===== config.mk =====
export PLATFORM = sky130hd
export DESIGN_NAME = seg_xlat_unit
export DESIGN_NICKNAME = d
export VERILOG_FILES = /design/src/rtl/seg_xlat_pkg.sv /design/src/rtl/seg_mode_fsm.sv /design/src/rtl/seg_desc_reg.sv /design/src/rtl/seg_prot_check.sv /design/src/rtl/seg_xlat_unit.sv
export SDC_FILE = /design/constraint.sdc
export NUM_CORES = 1
export LEC_CHECK = 0
export ABC_CLOCK_PERIOD_IN_PS = 3480
export BUFFER_PORTS_ARGS = -buffer_cell sky130_fd_sc_hd__buf_2
export CORE_MARGIN = 2
export CORE_UTILIZATION = 35
export DETAILED_ROUTE_END_ITERATION = 16
export PLACE_DENSITY = 0.63
export SETUP_SLACK_MARGIN = 0.3
export SLEW_MARGIN = 20
export SYNTH_ARGS = -nofsm -noshare
export SYNTH_HDL_FRONTEND = slang
export SYNTH_SLANG_ARGS = --single-unit

===== constraint.sdc =====
create_clock -name clk -period 3.48 [get_ports clk]
set_input_delay 0.348 -clock clk [delete_from_list [all_inputs] [get_ports clk]]
set_output_delay 0.348 -clock clk [all_outputs]
set_load 0.01 [all_outputs]

===== src/rtl/seg_xlat_pkg.sv =====
package seg_xlat_pkg;

    localparam int OFF_W    = 16;
    localparam int LIM_W    = 16;
    localparam int ADDR_W   = 24;
    localparam int RIGHTS_W = 8;
    localparam int PL_W     = 2;

    // rights byte bit positions
    localparam int RB_PRESENT = 7;
    localparam int RB_DPL_HI  = 6;
    localparam int RB_DPL_LO  = 5;
    localparam int RB_USER    = 4;
    localparam int RB_CODE    = 3;

    typedef enum logic [2:0] {
        FLT_NONE   = 3'd0,
        FLT_ABSENT = 3'd1,
        FLT_TYPE   = 3'd2,
        FLT_LIMIT  = 3'd3,
        FLT_PRIV   = 3'd4
    } fault_e;

    typedef enum logic [1:0] {
        ACC_READ  = 2'd0,
        ACC_WRITE = 2'd1,
        ACC_EXEC  = 2'd2,
        ACC_ALT   = 2'd3
    } acc_e;

    typedef enum logic {
        MODE_REAL = 1'b0,
        MODE_PROT = 1'b1
    } mode_e;

    typedef struct packed {
        logic [LIM_W-1:0]    limit;
        logic [ADDR_W-1:0]   base;
        logic [RIGHTS_W-1:0] rights;
    } seg_desc_t;

endpackage


===== src/rtl/seg_mode_fsm.sv =====
module seg_mode_fsm
    import seg_xlat_pkg::*;
(
    input  logic clk,
    input  logic rst_n,
    input  logic prot_req_i,
    output logic prot_o
);

    mode_e state_q, state_d;

    always_comb begin
        state_d = state_q;
        unique case (state_q)
            MODE_REAL: if (prot_req_i)  state_d = MODE_PROT;  // go_prot
            MODE_PROT: if (!prot_req_i) state_d = MODE_REAL;  // go_real
            default:                    state_d = MODE_REAL;
        endcase
    end

    always_ff @(posedge clk) begin
        if (!rst_n) state_q <= MODE_REAL;
        else        state_q <= state_d;
    end

    always_comb begin
        unique case (state_q)
            MODE_PROT: prot_o = 1'b1;
            default:   prot_o = 1'b0;
        endcase
    end

    // the mode seen at an edge is the request sampled one edge before
    assert_mode_follows_R3: assert property (@(posedge clk) disable iff (!rst_n)
        $past(rst_n) |-> (prot_o == $past(prot_req_i)));

endmodule


===== src/rtl/seg_desc_reg.sv =====
module seg_desc_reg
    import seg_xlat_pkg::*;
(
    input  logic      clk,
    input  logic      rst_n,
    input  logic      load_i,
    input  seg_desc_t desc_i,
    output seg_desc_t desc_o
);

    seg_desc_t desc_q;

    always_ff @(posedge clk) begin
        if (!rst_n)      desc_q <= '0;
        else if (load_i) desc_q <= desc_i;
    end

    assign desc_o = desc_q;

    assert_desc_holds_R4: assert property (@(posedge clk) disable iff (!rst_n)
        !load_i |=> $stable(desc_q));

    assert_desc_captures_R4: assert property (@(posedge clk) disable iff (!rst_n)
        load_i |=> (desc_q == $past(desc_i)));

endmodule


===== src/rtl/seg_prot_check.sv =====
module seg_prot_check
    import seg_xlat_pkg::*;
#(
    parameter int OFFSET_W = OFF_W
) (
    input  logic                prot_i,
    input  seg_desc_t           desc_i,
    input  logic [OFFSET_W-1:0] offset_i,
    input  logic [1:0]          kind_i,
    input  logic [PL_W-1:0]     cpl_i,
    output fault_e              fault_o
);

    logic            absent;
    logic            bad_type;
    logic            bad_priv;
    logic            over_limit;
    logic [PL_W-1:0] dpl;

    always_comb begin
        dpl        = desc_i.rights[RB_DPL_HI:RB_DPL_LO];
        absent     = !desc_i.rights[RB_PRESENT];
        bad_type   = !desc_i.rights[RB_USER]
                   || ((acc_e'(kind_i) == ACC_EXEC)  && !desc_i.rights[RB_CODE])
                   || ((acc_e'(kind_i) == ACC_WRITE) &&  desc_i.rights[RB_CODE]);
        bad_priv   = cpl_i > dpl;
        over_limit = {{(OFFSET_W > LIM_W ? 0 : LIM_W - OFFSET_W){1'b0}}, offset_i}
                     > desc_i.limit;
    end

    // priority: present, type, privilege, limit
    always_comb begin
        if (!prot_i)         fault_o = FLT_NONE;
        else if (absent)     fault_o = FLT_ABSENT;
        else if (bad_type)   fault_o = FLT_TYPE;
        else if (bad_priv)   fault_o = FLT_PRIV;
        else if (over_limit) fault_o = FLT_LIMIT;
        else                 fault_o = FLT_NONE;
    end

endmodule


===== src/rtl/seg_xlat_unit.sv =====
module seg_xlat_unit
    import seg_xlat_pkg::*;
#(
    parameter int SEG_SHIFT = 4
) (
    input  logic                clk,
    input  logic                rst_n,
    input  logic                prot_req_i,
    input  logic                desc_load_i,
    input  logic [LIM_W-1:0]    desc_limit_i,
    input  logic [ADDR_W-1:0]   desc_base_i,
    input  logic [RIGHTS_W-1:0] desc_rights_i,
    input  logic [OFF_W-1:0]    seg_value_i,
    input  logic                req_valid_i,
    input  logic [OFF_W-1:0]    req_offset_i,
    input  logic [1:0]          req_kind_i,
    input  logic [PL_W-1:0]     req_cpl_i,
    output logic [ADDR_W-1:0]   phys_addr_o,
    output logic                addr_valid_o,
    output logic [2:0]          fault_o
);

    localparam int REAL_W = OFF_W + SEG_SHIFT;

    logic              prot;
    seg_desc_t         desc_in, desc_cur;
    fault_e            fault_c;
    logic [REAL_W-1:0] real_sum;
    logic [ADDR_W-1:0] addr_c;

    logic [ADDR_W-1:0] addr_q;
    logic              valid_q;
    logic [2:0]        fault_q;

    assign desc_in = '{limit: desc_limit_i, base: desc_base_i, rights: desc_rights_i};

    seg_mode_fsm u_mode (
        .clk        (clk),
        .rst_n      (rst_n),
        .prot_req_i (prot_req_i),
        .prot_o     (prot)
    );

    seg_desc_reg u_desc (
        .clk    (clk),
        .rst_n  (rst_n),
        .load_i (desc_load_i),
        .desc_i (desc_in),
        .desc_o (desc_cur)
    );

    seg_prot_check #(.OFFSET_W(OFF_W)) u_check (
        .prot_i   (prot),
        .desc_i   (desc_cur),
        .offset_i (req_offset_i),
        .kind_i   (req_kind_i),
        .cpl_i    (req_cpl_i),
        .fault_o  (fault_c)
    );

    always_comb begin
        real_sum = {seg_value_i, {SEG_SHIFT{1'b0}}} + {{SEG_SHIFT{1'b0}}, req_offset_i};
        if (prot) addr_c = desc_cur.base + {{(ADDR_W - OFF_W){1'b0}}, req_offset_i};
        else      addr_c = {{(ADDR_W - REAL_W){1'b0}}, real_sum};
    end

    always_ff @(posedge clk) begin
        if (!rst_n || !req_valid_i) begin
            addr_q  <= '0;
            valid_q <= 1'b0;
            fault_q <= FLT_NONE;
        end else begin
            fault_q <= fault_c;
            valid_q <= (fault_c == FLT_NONE);
            addr_q  <= (fault_c == FLT_NONE) ? addr_c : '0;
        end
    end

    assign phys_addr_o  = addr_q;
    assign addr_valid_o = valid_q;
    assign fault_o      = fault_q;

    assert_real_no_fault_R2: assert property (@(posedge clk) disable iff (!rst_n)
        (req_valid_i && !prot) |=> (fault_o == 3'd0 && addr_valid_o
                                    && phys_addr_o[ADDR_W-1:REAL_W] == '0));

    assert_fault_blocks_valid_R11: assert property (@(posedge clk) disable iff (!rst_n)
        (fault_o != 3'd0) |-> (!addr_valid_o && phys_addr_o == '0));

    assert_idle_quiet_R12: assert property (@(posedge clk) disable iff (!rst_n)
        !req_valid_i |=> (!addr_valid_o && fault_o == 3'd0 && phys_addr_o == '0));

    assert_absent_first_R6: assert property (@(posedge clk) disable iff (!rst_n)
        (req_valid_i && prot && !desc_cur.rights[RB_PRESENT]) |=> (fault_o == 3'd1));

endmodule


==> impl.org <==
** Global route
- Global-route wire length before repair :: 21.0 mm
- Entering global routing, the biggest net connects 50 pins.
- Total overflow reported by the global router :: 0
- Number of global-route vias before repair :: 4184
- Antenna violations before repair :: 0
- Total Routing Usage GR :: 18.5%

** Synth
- Counting flops with a built-in enable in the synthesized netlist gives 0.
- Dividing the synthesized area by the synthesized cell count gives 8.73 um2.
- Summing the areas of all compound-gate instances in the mapped netlist gives 17.6% of the synthesized area.
- Synthesis inferred 74 register bits.
- After synthesis, the largest family of logic cells by area is simple AND/OR/NAND/NOR gates.
- Synthesis handed over a netlist of 549 instances.
- Async SR Flop Fraction :: 0%
- Largest area contributor in the synthesized netlist :: dfxtp_1
- Number of nets produced by synthesis :: 686
- Fraction of post-synthesis cell area in the top cell type by area :: 30.9%
- The synthesized netlist occupies a cell area of 4790 um2.
- Summing the areas of all and, or, nand and nor instances in the mapped netlist gives 20.9% of the synthesized area.
- Among all flip-flop cells after synthesis, the most frequent one is dfxtp_1.
- Top cells by area, synth :: dfxtp_1 31%, ha_1 12%, mux2i_1 10%
- Measured against the total synthesized area, the mux share comes to 10.5%.
- Yosys cell types :: 57
- Post-Synth XOR/XNOR Area :: 2.92%
- For this run, the number of Yosys warnings is 0.
- For this run, the register share of the synthesized area comes to 30.9%.
- The synthesized netlist devotes 12.8% of its cell area to adder and majority cells.

** Place
- Final GP Congestion :: 0.824
- Total placed instance area :: 5520 um2
- Input/output buffers :: 113
- Placed wire-length estimate :: 10.3 mm

** STA
- Number of pins exceeding their max-slew limit in the final report :: 0
- Headroom to the max-slew limit came out at 40.1%.
- Minimum clock period after layout :: 2530 ps
- At the pin with the least slew margin, the transition time is 897 ps.
- Clock skew after layout :: 9.68 ps
- Dividing the final minimum period by the clock period gives 72.7%.
- Setup violations remaining at the end of the flow were counted as 0.
- The number of failing hold endpoints at the final stage came to 0.
- In the final timing run, aggregate negative setup slack is 0 ps.
- Setup repair after global routing left no endpoint under its margin.
- Max Clk Rate :: 395 MHz

** Clock tree
- Clock-pin slew was measured on the worst setup and hold paths at 60 ps.
- CTS tree :: built
- Number of clock sinks seen by CTS :: 74
- Hold buffer count at cts :: 0
- CTS Root Buffer Type :: clkbuf_16
- The H-tree was split into 3 levels.
- In this run, CTS created clock tree buffers numbering 9.
- Number of buffers between clock root and the deepest sink :: 2
- Clock Latency Late Sink :: 350 ps
- Buffers inserted during post-CTS setup optimization :: 0
- Post-CTS repair changed the size of 0 cells.

** Die
- Starting density of the core :: 36.1%
- Die Footprint :: 14600 um2
- Number of ports placed on the die boundary :: 117
- The core region is 13300 um2.
- In this run the vertical extent of the chip is 121 um.
- Overall die width :: 121 um
- Placement row count :: 42

** Layout
- After filler insertion, the fill cell instance count of the layout stands at 1327.
- The library cell used most frequently in the layout, excluding fill and tap cells, is buf_2.
- Relative to the synthesized area, the layout overhead comes to 21.7%.
- Reg area :: 1480 um2
- The multi-input combinational cells in the finished layout cover a total of 3100 um2.
- The net count of the finished layout is 794.
- The number of antenna diodes in the final layout is 0.
- The post-route netlist has 21.5% of its cells at a drive strength greater than 1.
- The finished cells cover 5830 um2.
- Top library cells by usage in the layout, fill and taps aside :: 113 x buf_2, 74 x dfxtp_1, 53 x nor2b_1

** Critical path
- STA puts the critical path data required time at 3730 ps.
- Top fanout value on the critical path :: 4
- In this run the critical register-to-register path is launched from u_desc.desc_o[8].
- For flop-to-flop paths, the worst setup slack is 950 ps.
- Critical path startpoint :: u_desc.desc_o[8]
- Endpoint of the most critical setup path :: phys_addr_o[18]
- Depth of the worst register-to-register path :: 10
- In this run the critical register-to-register path is captured at phys_addr_o[18].
- CP startpoint kind :: flop
- For the worst setup path, the data arrival time is 2790 ps.
- STA classifies the critical path endpoint as a flop.
- By startpoint and endpoint, the worst setup path is classified as flop to flop.

** Detailed routing
- Detailed Route Iter0 Violations :: 233
- Final antenna-violating net count :: 0
- The first TritonRoute pass finished after 4 iterations.
- Dividing the detail-routed wire length by the instance count gives 15.6 um.
- Number of vias per cell after detailed routing :: 5.15
- Vias post-DR :: 4319
- After detailed routing, the number of remaining DRC violations is 0.
- After detailed routing, the total wire length is 13.1 mm.

** Power
- For this design the ratio of total power to cell area is 420 nW/um2.
- VDD sags by at most 209 uV.
- The analysis attributes to cell leakage a power of 2.67 nW.

** Min path
- In this run the worst hold path is classified as primary input to flop.

** Status
- The flow ran to the end, and the final reports show no timing, DRC or antenna violations.

** Flow run
- Number of maximum-capacitance constraint violations :: 0
==> report_power, final <==
part	internal, W	switching [W]	leakage [nW]
clock	0.000629	0.000378	0.149
sequential	0.000893	0.0000276	0.608
combinational	0.000234	0.000291	1.91
==> worst min path at each step <==
stage,slack [ps],startpoint,cells past startpoint,endpoint
after global routing,220,prot_req_i,2,u_mode.state_q
after CTS,210,prot_req_i,2,u_mode.state_q
after floorplan,460,u_desc.desc_o[7],1,fault_o[0]
after global placement,500,u_desc.desc_o[4],2,u_desc.desc_o[4]
final,210,prot_req_i,2,u_mode.state_q
after detailed placement,500,u_desc.desc_o[43],2,u_desc.desc_o[43]
==> state kept, by name, indices dropped and copies added, names as in the netlist <==
register and flops:
u_mode.state_q 1, u_desc.desc_o 45, addr_valid_o 1, fault_o 3, phys_addr_o 24
==> final cells by class <==
cell class	count	share of cell area (%)
Inverter	31	1.99
Multi-Input combinational cell	424	53.2
Clock buffer	10	3.93
Tap cell	176	3.78
Clock inverter	6	1.52
Sequential cell	74	25.4
Timing Repair Buffer	117	10.2
==> worst max-delay path: stages (launching register included) <==
cell	delay, ps
dfxtp_1	330
ha_1	190
inv_1	60
fa_1	380
nor2b_1	210
o31a_1	220
o31a_1	250
nand3_1	120
nand3_1	130
mux2_2	360
nor4_2	160
==> metrics by stage <==
| step | hold WS [ps] | utilization (%) | total power [W] | setup WS, ps | instances |
|---|---|---|---|---|---|
| final | 213 | 43.9 | 0.00245 | 949 | 838 |
| after global routing | 223 | 43.9 | 0.00259 | 745 | 838 |
| after CTS | 208 | 43.9 | 0.00247 | 922 | 838 |
| after detailed placement | 503 | 41.5 | 0.00146 | 828 | 822 |
| after global placement | 498 | 41.5 | 0.00145 | 900 | 822 |
| after floorplan | 458 | - | 0.00130 | 1320 | 549 |
==> Yosys cell counts, drive strengths merged (3+ instances only) <==
| cell | number |
|---|---|
| dfxtp | 74 |
| nor2b | 53 |
| mux2i | 49 |
| ha | 46 |
| a21oi | 36 |
| nor2 | 34 |
| inv | 31 |
| o21ai | 26 |
| nand2 | 25 |
| nand3 | 17 |
| clkbuf | 14 |
| a211oi | 13 |
| nor3 | 10 |
| o21a | 9 |
| xnor2 | 9 |
| a21o | 8 |
| nand4 | 8 |
| and2 | 7 |
| xor2 | 7 |
| and3 | 6 |
| buf | 6 |
| nor4 | 6 |
| or3 | 6 |
| o31ai | 5 |
| a31oi | 4 |
| o211ai | 4 |
| o31a | 4 |
| nand2b | 3 |
| nand4b | 3 |
==> per-layer routing <==
layer | vias up | global-route usage, % | wire [um]
li1 | 2207 | - | -
met4 | 0 | 6.76 | 277
met1 | 1979 | 24.3 | 6090
met5 | - | 0 | 0
met2 | 114 | 29.6 | 5980
met3 | 19 | 4.23 | 715
==> logic make-up after synthesis <==
| group | Yosys count |
|---|---|
| buffers and inverters | 51 |
| multiplexers | 50 |
| AND/OR/NAND/NOR | 184 |
| XOR/XNOR | 16 |
| AO/OA/AOI/OAI | 126 |
| adder cells (fa/ha/maj) | 48 |
| flip-flops | 74 |
Note: power is estimated with default switching activity, not from simulation.
